`config.mk`:
```
export PLATFORM = sky130hd
export DESIGN_NAME = spim_seq
export DESIGN_NICKNAME = d
export VERILOG_FILES = /design/src/rtl/spim_seq_pkg.sv /design/src/rtl/spim_seq_cfg.sv /design/src/rtl/spim_seq_shift.sv /design/src/rtl/spim_seq.sv
export SDC_FILE = /design/constraint.sdc
export NUM_CORES = 1
export LEC_CHECK = 0
export BUFFER_PORTS_ARGS = -buffer_cell sky130_fd_sc_hd__buf_2
export CORE_MARGIN = 2
export CORE_UTILIZATION = 45
export DETAILED_ROUTE_END_ITERATION = 7
export GPL_ROUTABILITY_DRIVEN = 0
export GPL_TIMING_DRIVEN = 0
export SYNTH_ARGS = -nofsm -noshare
export SYNTH_HDL_FRONTEND = slang
export SYNTH_SLANG_ARGS = --single-unit
```
`constraint.sdc`:
```
create_clock -name clk -period 3.55 [get_ports clk]
set_input_delay 1.065 -clock clk [delete_from_list [all_inputs] [get_ports clk]]
set_output_delay 1.065 -clock clk [all_outputs]
set_load 0.01 [all_outputs]
```
`src/rtl/spim_seq_pkg.sv`:
```
package spim_seq_pkg;

  typedef enum logic [2:0] {
    ST_IDLE  = 3'd0,
    ST_SWAP  = 3'd1,
    ST_LEAD  = 3'd2,
    ST_SHIFT = 3'd3,
    ST_TRAIL = 3'd4,
    ST_PARK  = 3'd5
  } spim_state_e;

endpackage

```
`src/rtl/spim_seq_cfg.sv`:
```
module spim_seq_cfg #(
  parameter int NUM_CS = 4,
  parameter int CNT_W  = 8,
  parameter int CS_W   = 2
) (
  input  logic             clk,
  input  logic             rst,
  input  logic             wr_en,
  input  logic [CS_W-1:0]  wr_sel,
  input  logic [CNT_W-1:0] wr_div,
  input  logic [CNT_W-1:0] wr_lead,
  input  logic [CNT_W-1:0] wr_trail,
  input  logic             swap_we,
  input  logic [CNT_W-1:0] swap_in,
  input  logic [CS_W-1:0]  rd_sel,
  output logic [CNT_W-1:0] rd_div,
  output logic [CNT_W-1:0] rd_lead,
  output logic [CNT_W-1:0] rd_trail,
  output logic [CNT_W-1:0] swap_dly
);

  logic [CNT_W-1:0] div_q   [NUM_CS];
  logic [CNT_W-1:0] lead_q  [NUM_CS];
  logic [CNT_W-1:0] trail_q [NUM_CS];

  for (genvar g = 0; g < NUM_CS; g++) begin : g_slot
    always_ff @(posedge clk) begin
      if (rst) begin
        div_q[g]   <= '0;
        lead_q[g]  <= '0;
        trail_q[g] <= '0;
      end else if (wr_en && (wr_sel == CS_W'(g))) begin
        div_q[g]   <= wr_div;
        lead_q[g]  <= wr_lead;
        trail_q[g] <= wr_trail;
      end
    end
  end

  always_ff @(posedge clk) begin
    if (rst) begin
      swap_dly <= '0;
    end else if (swap_we) begin
      swap_dly <= swap_in;
    end
  end

  assign rd_div   = div_q[rd_sel];
  assign rd_lead  = lead_q[rd_sel];
  assign rd_trail = trail_q[rd_sel];

endmodule

```
`src/rtl/spim_seq_shift.sv`:
```
module spim_seq_shift #(
  parameter int DW = 8
) (
  input  logic          clk,
  input  logic          rst,
  input  logic          load,
  input  logic [DW-1:0] load_data,
  input  logic          rise,
  input  logic          fall,
  input  logic          miso,
  output logic          mosi,
  output logic [DW-1:0] rx_word
);

  logic [DW-1:0] tx_q;

  always_ff @(posedge clk) begin
    if (rst) begin
      tx_q    <= '0;
      rx_word <= '0;
      mosi    <= 1'b0;
    end else begin
      if (load) begin
        mosi <= load_data[DW-1];
        tx_q <= {load_data[DW-2:0], 1'b0};
      end else if (fall) begin
        mosi <= tx_q[DW-1];
        tx_q <= {tx_q[DW-2:0], 1'b0};
      end
      if (rise) begin
        rx_word <= {rx_word[DW-2:0], miso};
      end
    end
  end

endmodule

```
`src/rtl/spim_seq.sv`:
```
module spim_seq
  import spim_seq_pkg::*;
#(
  parameter int NUM_CS = 4,
  parameter int DW     = 8,
  parameter int CNT_W  = 8,
  localparam int CS_W  = (NUM_CS > 1) ? $clog2(NUM_CS) : 1
) (
  input  logic              clk,
  input  logic              rst,
  input  logic              cfg_we,
  input  logic [CS_W-1:0]   cfg_sel,
  input  logic [CNT_W-1:0]  cfg_div,
  input  logic [CNT_W-1:0]  cfg_lead,
  input  logic [CNT_W-1:0]  cfg_trail,
  input  logic              cfg_swap_we,
  input  logic [CNT_W-1:0]  cfg_swap_dly,
  input  logic              req_valid,
  input  logic [CS_W-1:0]   req_sel,
  input  logic [DW-1:0]     req_data,
  output logic              req_ready,
  output logic              busy,
  output logic              done,
  output logic [DW-1:0]     rx_data,
  output logic              err,
  output logic              sck,
  output logic              mosi,
  input  logic              miso,
  output logic [NUM_CS-1:0] cs_n
);

  localparam int HALF_W = $clog2(2 * DW);
  localparam logic [HALF_W-1:0] HALF_LAST = HALF_W'(2 * DW - 1);
  localparam logic [NUM_CS-1:0] CS_NONE = '1;

  spim_state_e      st_q;
  logic [CNT_W-1:0] cnt_q;
  logic [CNT_W-1:0] cur_div_q;
  logic [CNT_W-1:0] cur_lead_q;
  logic [CNT_W-1:0] cur_trail_q;
  logic [HALF_W-1:0] half_q;
  logic [CS_W-1:0]  cur_sel_q;
  logic             sck_q;

  logic [CNT_W-1:0] rd_div;
  logic [CNT_W-1:0] rd_lead;
  logic [CNT_W-1:0] rd_trail;
  logic [CNT_W-1:0] swap_dly;
  logic [DW-1:0]    rx_word;

  logic accept;
  logic refuse;
  logic tick;
  logic rise;
  logic fall;
  logic last_fall;

  function automatic logic [NUM_CS-1:0] sel_mask(input logic [CS_W-1:0] s);
    sel_mask = ~(NUM_CS'(1) << s);
  endfunction

  spim_seq_cfg #(
    .NUM_CS (NUM_CS),
    .CNT_W  (CNT_W),
    .CS_W   (CS_W)
  ) u_cfg (
    .clk      (clk),
    .rst      (rst),
    .wr_en    (cfg_we),
    .wr_sel   (cfg_sel),
    .wr_div   (cfg_div),
    .wr_lead  (cfg_lead),
    .wr_trail (cfg_trail),
    .swap_we  (cfg_swap_we),
    .swap_in  (cfg_swap_dly),
    .rd_sel   (req_sel),
    .rd_div   (rd_div),
    .rd_lead  (rd_lead),
    .rd_trail (rd_trail),
    .swap_dly (swap_dly)
  );

  assign req_ready = (st_q == ST_IDLE) || (st_q == ST_PARK);
  assign accept    = req_ready && req_valid && (rd_div != '0);
  assign refuse    = req_ready && req_valid && (rd_div == '0);
  assign tick      = (st_q == ST_SHIFT) && (cnt_q == '0);
  assign rise      = tick && !sck_q;
  assign fall      = tick && sck_q;
  assign last_fall = fall && (half_q == HALF_LAST);
  assign sck       = sck_q;

  spim_seq_shift #(
    .DW (DW)
  ) u_shift (
    .clk       (clk),
    .rst       (rst),
    .load      (accept),
    .load_data (req_data),
    .rise      (rise),
    .fall      (fall),
    .miso      (miso),
    .mosi      (mosi),
    .rx_word   (rx_word)
  );

  always_ff @(posedge clk) begin
    if (rst) begin
      st_q        <= ST_IDLE;
      cnt_q       <= '0;
      cur_div_q   <= '0;
      cur_lead_q  <= '0;
      cur_trail_q <= '0;
      cur_sel_q   <= '0;
      half_q      <= '0;
      sck_q       <= 1'b0;
      cs_n        <= CS_NONE;
      busy        <= 1'b0;
      done        <= 1'b0;
      err         <= 1'b0;
      rx_data     <= '0;
    end else begin
      done <= 1'b0;
      err  <= refuse;
      unique case (st_q)
        ST_IDLE, ST_PARK: begin
          if (accept) begin
            busy        <= 1'b1;
            cur_sel_q   <= req_sel;
            cur_div_q   <= rd_div;
            cur_lead_q  <= rd_lead;
            cur_trail_q <= rd_trail;
            if ((st_q == ST_PARK) && (req_sel != cur_sel_q)) begin
              cs_n  <= CS_NONE;
              st_q  <= ST_SWAP;
              cnt_q <= swap_dly;
            end else begin
              cs_n  <= sel_mask(req_sel);
              st_q  <= ST_LEAD;
              cnt_q <= rd_lead;
            end
          end
        end
        ST_SWAP: begin
          if (cnt_q == '0) begin
            cs_n  <= sel_mask(cur_sel_q);
            st_q  <= ST_LEAD;
            cnt_q <= cur_lead_q;
          end else begin
            cnt_q <= cnt_q - CNT_W'(1);
          end
        end
        ST_LEAD: begin
          if (cnt_q == '0) begin
            st_q   <= ST_SHIFT;
            cnt_q  <= cur_div_q - CNT_W'(1);
            half_q <= '0;
          end else begin
            cnt_q <= cnt_q - CNT_W'(1);
          end
        end
        ST_SHIFT: begin
          if (tick) begin
            sck_q  <= ~sck_q;
            cnt_q  <= cur_div_q - CNT_W'(1);
            half_q <= half_q + HALF_W'(1);
            if (last_fall) begin
              done    <= 1'b1;
              busy    <= 1'b0;
              rx_data <= rx_word;
              st_q    <= ST_TRAIL;
              cnt_q   <= cur_trail_q;
            end
          end else begin
            cnt_q <= cnt_q - CNT_W'(1);
          end
        end
        ST_TRAIL: begin
          if (cnt_q == '0) begin
            st_q <= ST_PARK;
          end else begin
            cnt_q <= cnt_q - CNT_W'(1);
          end
        end
        default: begin
          st_q <= ST_IDLE;
        end
      endcase
    end
  end

endmodule

```
# [Word level (Yosys, flattened, before mapping)]
# Memories as Yosys holds them, arrays and structs flattened. A register that Yosys moved wholly into a read port is not among the register bits.
# Index checks and enable logic that the tools add are counted.
[totals] register_bits=73 mem_bits_rw=96 word_cells=150 inputBits=50 out_inout_bits=18 mem_count=3
[op_classes] reduce_logical=34 bitwise=17 muxes=58 n_eq_ne=17 shifts=2 n_addsub=3
[mem_list] name="u_cfg.div_q" words=4 width=8 read_ports=1 rd_ports_with_merged_regs=0 write_ports=4 line="spim_seq_cfg.sv:22" text="logic [CNT_W-1:0] div_q [NUM_CS];"
[mem_list] name="u_cfg.lead_q" words=4 width=8 read_ports=1 rd_ports_with_merged_regs=0 write_ports=4 line="spim_seq_cfg.sv:23" text="logic [CNT_W-1:0] lead_q [NUM_CS];"
[mem_list] name="u_cfg.trail_q" words=4 width=8 read_ports=1 rd_ports_with_merged_regs=1 write_ports=4 line="spim_seq_cfg.sv:24" text="logic [CNT_W-1:0] trail_q [NUM_CS];"
[op_table] operator="two-way mux 8 bit" n=21
[op_table] operator="one-hot mux 8 bit (5 select lines)" n=1
[op_table] operator="two-way mux 1 bit" n=20
[op_table] operator="two-way mux 4 bit" n=5
[op_table] operator="two-way mux 3 bit" n=6
[op_table] operator="logical NOT 8 bit" n=2
[op_table] operator="one-hot mux 4 bit (2 select lines)" n=2
[op_table] operator="subtractor 8 x 1 -> 8 bit, second input constant" n=2
[op_table] operator="one-hot mux 3 bit (5 select lines)" n=1
[op_table] operator="inequality test 2 bit, second input constant" n=7
[op_table] operator="logical AND 1 bit" n=12
[op_table] operator="bitwise OR 1 bit" n=12
[op_table] operator="AND reduction 3 bit" n=4
[op_table] operator="NOT 4 bit" n=2
[op_table] operator="nonzero test 2 bit" n=4
[op_table] operator="nonzero test 8 bit" n=1
[op_table] operator="<< shifter 1 x 2 -> 4 bit, first input constant" n=2
[op_table] operator="equality test 3 x 2 -> 1 bit, second input constant" n=2
[op_table] operator="equality test 3 bit, second input constant" n=2
[op_table] operator="AND reduction 6 bit" n=1
[op_table] operator="nonzero test 5 bit" n=1
[op_table] operator="adder 4 x 1 -> 4 bit, second input constant" n=1
[op_table] operator="equality test 2 bit, second input constant" n=2
[op_table] operator="equality test 4 bit, second input constant" n=1
[op_table] operator="other kinds (14)" n=17

# [Logic depth before layout (Yosys ltp)]
# Gate-level depths: netlist of the first run.
[depth] ltp_word=7 mapped_depth=9 mapped_depth_nobuf=8

# [Cells and area by module]
# A second synthesis of the first run with hierarchy kept.
[hier_totals] hier_cells=774 hier_area_um2=8294.2
[modules_own_cells] module="spim_seq_cfg" instances=1 seq_area_each_um2=3042.9 cells_each=297 area_per_inst_um2=4464.3
[modules_own_cells] module="spim_seq" instances=1 seq_area_each_um2=1141.1 cells_each=416 area_per_inst_um2=3179.3
[modules_own_cells] module="spim_seq_shift" instances=1 seq_area_each_um2=320.3 cells_each=61 area_per_inst_um2=650.6

# [Least setup slack after synthesis of the first run]
# OpenSTA, ideal clock, no wires.
[synth_timing] path_kind="in2reg" start="input req_sel[0]" end="register busy" path_stages=9 path_slack_ns=0.688 path_buffers=3 setup_ns=0.128 arrival_ns=2.735 cell_sequence="buf_6 mux4_2 nor4_4 a21boi_1 and2_4 buf_6 buf_6 a21oi_2 nor2_1"
[synth_via] elab_chain_cells=5
[synth_rtl] element="start: declaration" line="spim_seq.sv:19" text="input logic [CS_W-1:0] req_sel,"
[synth_rtl] element="memory (4 x 8 bit)"
[synth_rtl] element="nonzero test 8 bit" line="spim_seq.sv:84" text="assign accept = req_ready && req_valid && (rd_div != '0);"
[synth_rtl] element="logical AND 1 bit" line="spim_seq.sv:84"
[synth_rtl] element="inequality test 2 bit (no line)"
[synth_rtl] element="AND reduction 4 bit (no line)"
[synth_rtl] element="end signal: assignment" line="spim_seq.sv:117" text="busy <= 1'b0;"
[synth_rtl] element="end signal: assignment" line="spim_seq.sv:127" text="busy <= 1'b1;"
[synth_rtl] element="end signal: assignment" line="spim_seq.sv:168" text="busy <= 1'b0;"
[synth_rtl] element="end: declaration" line="spim_seq.sv:22" text="output logic busy,"
# Every way passes these cells.
# A chain may end at the register's enable or synchronous reset.

# [Worst setup path after layout of the first run]
[layout_timing] start="register st_q[0]" end="output req_ready"
[layout_via] elab_chain_cells=2 elab_cells_between_ends=3
[layout_rtl] element="start: declaration" line="spim_seq.sv:36" text="spim_state_e st_q;"
[layout_rtl] element="start signal: assignment" line="spim_seq.sv:108" text="st_q <= ST_IDLE;"
[layout_rtl] element="start signal: assignment" line="spim_seq.sv:134" text="st_q <= ST_SWAP;"
[layout_rtl] element="start signal: assignment" line="spim_seq.sv:138" text="st_q <= ST_LEAD;"
[layout_rtl] element="equality test 3 bit / logical NOT 3 bit (equally long branches)" line="spim_seq.sv:83" text="assign req_ready = (st_q == ST_IDLE) || (st_q == ST_PARK);"
[layout_rtl] element="logical OR 1 bit *" line="spim_seq.sv:83"
[layout_rtl] element="end: declaration" line="spim_seq.sv:21" text="output logic req_ready,"
# Mark *: on every way between the ends. The rest lies on a longest branch, timed or not.

==> results of run 1 <==
## synth_stat cells, types with 10 or more instances
master	instances
mux2i_1	26
dfxtp_1	81
o21ai_0	13
nand3_1	14
nand2_1	101
edfxtp_1	96
a21oi_1	56
and3_1	29
clkbuf_1	28
nor2b_1	12
mux4_2	23
and2_1	73
nor2_1	53
nor3_1	10
## metrics by stage
step	total power, W	worst slack, ns
finish	0.00528	0.529
floorplan	0.00308	0.688
detailed placement	0.00336	0.138
global placement	0.00334	-0.176
CTS	0.00530	0.563
global route	0.00549	0.390
## final timing paths
check	from	to	slack, ns	cells past startpoint
setup / recovery	st_q[0]	req_ready	0.53	4
hold / removal	cur_lead_q[5]	cur_lead_q[5]	0.45	2
setup reg to reg	st_q[2]	cnt_q[1]	0.85	7
hold reg to reg	cur_lead_q[5]	cur_lead_q[5]	0.45	2
## worst min-delay path: stages, from the launching register on
cell	delay, ns
dfxtp_1	0.30
nand2_1	0.05
a21oi_1	0.05
## per-layer routing
layer | vias to the layer above | routed length [um] | global-route usage (%)
met5 | - | 0 | 0
met2 | 169 | 10100 | 36.4
met4 | 0 | 412 | 7.58
li1 | 2866 | - | -
met3 | 26 | 974 | 4.54
met1 | 2868 | 9170 | 28.9
## power breakdown
part           internal (W)  switching (W)  total, W
clock               0.00107       0.000873   0.00195
combinational      0.000357       0.000549  0.000907
sequential          0.00232      0.0000977   0.00242
## registers in the layout, indices dropped and copies added, names as in the netlist, 7 cells and up
register / flops
u_cfg.div_q: 32
u_cfg.lead_q: 32
u_cfg.trail_q: 32
cnt_q: 8
cur_div_q: 8
cur_lead_q: 8
cur_trail_q: 8
rx_data: 8
u_cfg.swap_dly: 8
u_shift.rx_word: 8
u_shift.tx_q: 7
## logic make-up after synthesis
logic type | share of synthesized area (%)
xor gates and xnor gates | 1.59
adders and majority gates | 0.605
buffers and inverters | 3.01
DFF | 54.5
and+or+nand+nor | 20.4
muxes | 10.0
AOI/OAI and AO/OA | 9.96
## area by class of cell
type                    instances  area (um2)
fillers                      1635        8510
flip-flops and latches        177        4500
multi-input cells             515        3530
clock buffers                  17         425
repair buffers                 66         330
well taps                     229         287
plain buffers                  46         223
clock inverters                15         188
inverters                       7        26.3
==> key figures, run 1 <==
Run status
  – Status: complete, no violations

Critical path
  – CP Data Required Time: 2.48 ns
  – Crit end category: primary output
  – WP data arrival: 1.96 ns
  – Crit start category: flop
  – Crit-path leading delay family: simple AND/OR/NAND/NOR gates
  – CP Class: flop to primary output
  – CP max FO: 9
  – Slowest cell delay on critical path: 0.51 ns
  – Crit-path cells: clkbuf_1 > nor2b_1 > nor3_2 > buf_2
  – Slowest-stage cell, CP: nor3_2
  – Worst path buffer plus inverter count: 2

STA
  – # setup viols final: 0
  – Tmin final: 3.02 ns
  – Clock Skew: 0.0138 ns
  – Slew margin rel.: 24.1%
  – FMAX: 331 MHz
  – Final Max Slew Viols: 0
  – Measured slew at the worst slew-check pin: 1.14 ns
  – Final Hold Fails: 0
  – Period Utilization, post-route: 85.1%
  – TNS Setup: 0 ns
  – RSZ-0062 raised after global routing: false
  – WHS: 0.450 ns

Yosys
  – Netlist Area Pre-Place: 8270 um2
  – Synth area leader: edfxtp_1
  – Synth area leaders: edfxtp_1, dfxtp_1, mux4_2, and2_1, nand2_1
  – Cells after Synth: 745
  – Post-synth ARST share: 0%
  – Number of synthesis warnings: 0
  – Synth unique cells: 65
  – Synthesized flop and latch total: 177
  – Register area share after synthesis: 54.5%
  – Top-area cell type share of the netlist area: 34.9%
  – Mean post-synth cell area: 11.1 um2
  – Syn Nets: 799
  – Top FF cell, synth: edfxtp_1
  – Post-synth EDFFs: 96

Clock tree
  – Clk_lat worst skew: 0.43 ns
  – Clock Pin Slew Worst Setup and Hold Paths: 0.07 ns
  – CTS tree: yes
  – Root Buffer: clkbuf_16
  – Clock buffer depth: 2
  – Setup Fix Bufs, Post-CTS: 0
  – Resize count post-CTS: 0
  – H-tree lvl count: 4
  – Clock tree sinks: 177
  – CTS Buf Count: 17
  – # hold bufs at CTS: 0

Placement
  – Port buffer count: 66
  – Cells after DPL: 1040
  – Post-DP Area: 8900 um2
  – Post-DP HPWL: 14600 um

Finish
  – Share of layout cells above drive strength 1: 19.1%
  – # diodes: 0
  – Fin cells: 1072
  – Final Cell Area: 9510 um2
  – Most frequent cells in the layout: nand2_1, edfxtp_1, dfxtp_1, and2_1, buf_2
  – Leading cell type in the layout, fill and taps excluded: nand2_1
  – Fin util: 52.8%
  – Number of nets in the layout: 884
  – Area grow syn2layout: 15.0%

Routing
  – Wire per inst: 19.3 um
  – DR pass1 iterations: 7
  – Routed vias: 5929
  – ANT nets after route: 0
  – Vias per cell: 5.53
  – Residual DRC: 0
  – Routed WL: 20700 um
  – Initial DRC count: 422

GRT
  – Pin count of the biggest net entering global routing: 25
  – Global route overflow: 0
  – Initial antenna violation count: 1
  – First-pass GRT wire length: 32800 um
  – Total Routing Usage GR: 22.0%
  – Vias in the first global route: 6044

Floorplan
  – Initial Util: 45.9%
  – Num rows: 49
  – Die H: 140 um
  – DIE WIDTH: 140 um
  – Die ar.: 19500 um2
  – Core Area: 18000 um2
  – Ports: 68

Power
  – Pwr dens: 555 nW/um2
  – Leak Pwr: 3.56 nW
  – VDD IR max: 0.000354 V

Job
  – Number of max-cap violations: 0

Worst hold path
  – Min-Delay Path Class: flop to flop
Power figures use the tool's default switching activity.
==> run 2: changes to the inputs <==
Settings changed: CTS_BUF_LIST set to sky130_fd_sc_hd__clkbuf_4, GPL_ROUTABILITY_DRIVEN 0 to unset, PLACE_DENSITY set to 0.69.
==> run 2 against run 1 <==
Sequential cell count is the same. First-iteration DRC count grew 46%. Largest power group unchanged. Sequential share of layout area grew 1.6 points. Utilization shrank 1.7 points. Clock skew grew 0.019 ns. Critical endpoint unchanged. Combinational power shrank 0.9%. Cell count is the same. Clock-buffer cell count grew 2. Global-route usage shrank 0.91 points. Non-clock buffer count is the same. Design area shrank 3.2%.
==> key figures, run 2 (same netlist as run 1, synthesis figures left out) <==
GRT
  – Initial antenna violation count: 0
  – Pin count of the biggest net entering global routing: 25
  – First-pass GRT wire length: 31500 um
  – Vias in the first global route: 5724
  – Global route overflow: 0
  – Total Routing Usage GR: 21.1%

STA
  – Slew margin rel.: 22.5%
  – TNS Setup: 0 ns
  – # setup viols final: 0
  – Final Hold Fails: 0
  – Measured slew at the worst slew-check pin: 1.16 ns
  – Tmin final: 3.15 ns
  – WHS: 0.459 ns
  – Period Utilization, post-route: 88.6%
  – Clock Skew: 0.0324 ns
  – FMAX: 318 MHz
  – RSZ-0062 raised after global routing: false
  – Final Max Slew Viols: 0

Finish
  – Biggest regs: u_cfg.div_q x32, u_cfg.lead_q x32, u_cfg.trail_q x32
  – Most frequent cells in the layout: nand2_1, edfxtp_1, dfxtp_1, and2_1, buf_2
  – Share of layout cells above drive strength 1: 19.2%
  – Number of nets in the layout: 884
  – # fillers: 1652
  – Leading cell type in the layout, fill and taps excluded: nand2_1
  – Area grow syn2layout: 11.3%
  – Fin cells: 1072
  – # diodes: 0

Clock tree
  – Clock tree sinks: 177
  – Clk_lat worst skew: 0.59 ns
  – Root Buffer: clkbuf_4
  – Clock Pin Slew Worst Setup and Hold Paths: 0.14 ns
  – # hold bufs at CTS: 0
  – CTS tree: yes
  – Setup Fix Bufs, Post-CTS: 0
  – CTS Buf Count: 17
  – H-tree lvl count: 4
  – Resize count post-CTS: 0
  – Clock buffer depth: 2

Critical path
  – Worst path buffer plus inverter count: 2
  – Slowest-stage cell, CP: nor3_2
  – WP data arrival: 2.08 ns
  – Slowest cell delay on critical path: 0.41 ns
  – Crit end category: primary output
  – Crit-path leading delay family: simple AND/OR/NAND/NOR gates
  – Crit-path cells: clkbuf_1 > nor2b_1 > nor3_2 > buf_2
  – CP Class: flop to primary output
  – CP Data Required Time: 2.48 ns
  – CP max FO: 9
  – Crit start category: flop

Routing
  – DR pass1 iterations: 5
  – Vias per cell: 5.62
  – Wire per inst: 19.0 um
  – Routed WL: 20300 um
  – Routed vias: 6021
  – Initial DRC count: 616
  – ANT nets after route: 0
  – Residual DRC: 0

Job
  – Number of max-cap violations: 0

Worst hold path
  – Min-Delay Path Class: flop to flop

Floorplan
  – DIE WIDTH: 140 um
  – Initial Util: 45.9%
  – Ports: 68
  – Num rows: 49
  – Die ar.: 19500 um2
  – Die H: 140 um
  – Core Area: 18000 um2

Run status
  – Status: complete, no violations

Placement
  – Post-DP HPWL: 14000 um
  – Port buffer count: 66
  – Cells after DPL: 1040
  – GPL Wtd Cong: 0.933

Power
  – VDD IR max: 0.000346 V
  – Pwr dens: 494 nW/um2
  – Pwr Total: 0.00455 W
  – Leak Pwr: 3.42 nW
run 2: power breakdown:
part / leakage, nW / switching [W] / internal, W
clock network: 0.161 / 0.000769 / 0.000461
registers: 1.61 / 0.0000978 / 0.00232
logic: 1.65 / 0.000542 / 0.000357
run 2: worst register-to-register path, cell delays in order (launching register included):
cell and delay (ns):
dfxtp_1 0.34, clkbuf_1 0.33, nor2b_1 0.43, nand2_1 0.30, nor3_1 0.34, clkbuf_1 0.49, a2111oi_0 0.27, a211oi_2 0.24
run 2: routing by layer:
layer,GRT usage [%],up-vias,routed length [um]
met5,0,-,0
li1,-,2856,-
met4,6.21,0,315
met3,4.54,24,1200
met1,28.8,2902,9060
met2,34.0,239,9750
run 2: worst paths after layout:
kind	startpoint	end	slack, ns	cells after the start
hold / removal	rx_data[0]	rx_data[0]	0.46	2
setup / recovery	st_q[0]	req_ready	0.40	4
hold reg to reg	rx_data[0]	rx_data[0]	0.46	2
setup reg to reg	st_q[0]	cnt_q[3]	0.74	7
run 2: layout make-up:
type | count | area (um2) | area share [%]
Clock inverter | 13 | 161 | 1.75
Clock buffer | 19 | 143 | 1.55
Buffer | 46 | 223 | 2.42
Multi-Input combinational cell | 515 | 3530 | 38.3
Sequential cell | 177 | 4500 | 49.0
Timing Repair Buffer | 66 | 330 | 3.59
Inverter | 7 | 26.3 | 0.286
Tap cell | 229 | 287 | 3.11
run 2: stage by stage:
step / setup slack [ns] / utilization [%] / cell area [um2]
floorplan: 0.688 / - / 8270
detailed placement: 0.128 / 49.4 / 8900
finish: 0.404 / 51.0 / 9200
global route: 0.276 / 51.0 / 9200
global placement: -0.150 / 49.3 / 8890
CTS: 0.408 / 51.0 / 9200
==> run 3: changes to the inputs <==
Settings changed: PLACE_DENSITY 0.69 to 0.73.
==> run 3 against run 2 <==
Sequential share of layout area is essentially flat. Non-clock buffer count rose by 1. Register-to-register slack is essentially flat. Worst hold slack is essentially flat. Largest power group unchanged. Maximum frequency shrank 1.7%. Sequential power about the same. Power shrank 1.2%. Highest routed layer unchanged. First-iteration DRC count shrank 2.9%. Die area did not move.
==> key figures, run 3 (same netlist as run 1, synthesis figures left out) <==
GRT
  – Total Routing Usage GR: 20.8%
  – Initial antenna violation count: 0
  – Global route overflow: 0
  – Vias in the first global route: 5781
  – First-pass GRT wire length: 31200 um
  – Pin count of the biggest net entering global routing: 25

STA
  – FMAX: 313 MHz
  – # setup viols final: 0
  – Tmin final: 3.20 ns
  – Fin worst setup slack: 0.351 ns
  – Period Utilization, post-route: 90.1%
  – Slew margin rel.: 29.2%
  – Clock Skew: 0.0254 ns
  – Final Max Slew Viols: 0
  – RSZ-0062 raised after global routing: false
  – TNS Setup: 0 ns
  – Final Hold Fails: 0
  – Measured slew at the worst slew-check pin: 1.06 ns

Clock tree
  – Resize count post-CTS: 0
  – Clock tree sinks: 177
  – Clk_lat worst skew: 0.63 ns
  – CTS Buf Count: 17
  – H-tree lvl count: 4
  – Root Buffer: clkbuf_4
  – Clock buffer depth: 2
  – CTS tree: yes
  – Clock Pin Slew Worst Setup and Hold Paths: 0.17 ns
  – Setup Fix Bufs, Post-CTS: 0
  – # hold bufs at CTS: 0

Finish
  – Final Cell Area: 9200 um2
  – # diodes: 0
  – Biggest regs: u_cfg.div_q x32, u_cfg.lead_q x32, u_cfg.trail_q x32
  – Share of layout cells above drive strength 1: 19.2%
  – Area grow syn2layout: 11.2%
  – Leading cell type in the layout, fill and taps excluded: nand2_1
  – Number of nets in the layout: 885
  – Fin cells: 1073
  – Most frequent cells in the layout: nand2_1, edfxtp_1, dfxtp_1, and2_1, buf_2

Run status
  – Status: complete, no violations

Floorplan
  – Ports: 68
  – Die ar.: 19500 um2
  – Initial Util: 45.9%
  – Die H: 140 um
  – DIE WIDTH: 140 um
  – Num rows: 49
  – Core Area: 18000 um2

Placement
  – Post-DP HPWL: 14000 um
  – Worst slack at placement: 0.100 ns
  – Cells after DPL: 1041
  – Port buffer count: 66
  – GPL Wtd Cong: 0.885
  – Post-DP Area: 8900 um2

Worst hold path
  – Hold endpoint: rx_data[0]
  – Min-Delay Path Class: flop to flop
  – Cell depth of the worst hold path: 2
  – Hold path start: rx_data[0]

Critical path
  – Crit start category: flop
  – Slowest cell delay on critical path: 0.42 ns
  – Reg2reg start: st_q[0]
  – Crit-path cells: clkbuf_1 > nor2b_1 > nor3_2 > buf_2
  – Slowest-stage cell, CP: nor3_2
  – CP Data Required Time: 2.48 ns
  – WP data arrival: 2.13 ns
  – CP Class: flop to primary output
  – R2R cell count: 7
  – R2r endpoint: cnt_q[3]
  – CP max FO: 9
  – Crit-path leading delay family: simple AND/OR/NAND/NOR gates
  – Crit end category: primary output
  – Worst path buffer plus inverter count: 2
  – Setup slack, reg-to-reg: 0.74 ns

Routing
  – ANT nets after route: 0
  – Initial DRC count: 598
  – Residual DRC: 0
  – DR pass1 iterations: 6
  – Routed vias: 5933
  – Vias per cell: 5.53
  – Routed WL: 19700 um
  – Wire per inst: 18.3 um

Power
  – Leak Pwr: 3.42 nW
  – VDD IR max: 0.000346 V
  – Pwr dens: 489 nW/um2

Job
  – Number of max-cap violations: 0
-- run 3: cell count changes in the layout (fill, tap and decap cells not counted), sizes merged --
cell	previous run	this run
buf	84	85
clkinv	0	3
bufinv	2	1
clkbuf	47	45
-- run 3: stage by stage --
| step | hold WS [ns] | util (%) | total power (W) |
|---|---|---|---|
| after CTS | 0.462 | 51.0 | 0.00450 |
| final | 0.459 | 51.0 | 0.00449 |
| after global placement | 0.437 | 49.3 | 0.00333 |
| after floorplan | 0.431 | - | 0.00308 |
| after detailed placement | 0.443 | 49.4 | 0.00335 |
| after global routing | 0.484 | 51.0 | 0.00468 |
-- run 3: where the power goes --
group	leakage, nW	switching [W]	total, W	internal (W)
clock network	0.154	0.000797	0.00118	0.000383
registers	1.61	0.0000995	0.00242	0.00232
logic	1.66	0.000534	0.000893	0.000358
total	3.42	0.00143	0.00449	0.00306
-- run 3: metal layers --
metal / track usage [%] / share of wire (%) / vias up
met4: 8.00 / 2.6 / 0
met2: 33.5 / 47 / 223
met1: 28.1 / 44 / 2807
met3: 3.79 / 6.4 / 48
met5: 0 / 0 / -
li1: - / - / 2855
-- run 3: worst max path at each step --
stage / from / to / slack (ns) / cells past startpoint
4_1_cts: st_q[0] / req_ready / 0.37 / 4
3_3_place_gp: cfg_sel[0] / u_cfg.lead_q[1][3] / -0.08 / 3
3_5_place_dp: req_sel[0] / cur_div_q[4] / 0.10 / 9
5_1_grt: st_q[0] / req_ready / 0.25 / 4
2_1_floorplan: req_sel[0] / busy / 0.69 / 9
6_report: st_q[0] / req_ready / 0.35 / 4
-- run 3: layout make-up --
type,count,area [um2]
inverter,7,26.3
sequential,177,4500
buffer,46,223
multi-input combinational,515,3520
timing repair buffer,67,345
tap,229,287
clock buffer,17,128
clock inverter,15,165
fill,1614,8830
-- run 3: tightest hold or removal path: stages, from the launching register on --
cell,delay (ns)
dfxtp_1,0.33
nand2_1,0.05
a21oi_1,0.05
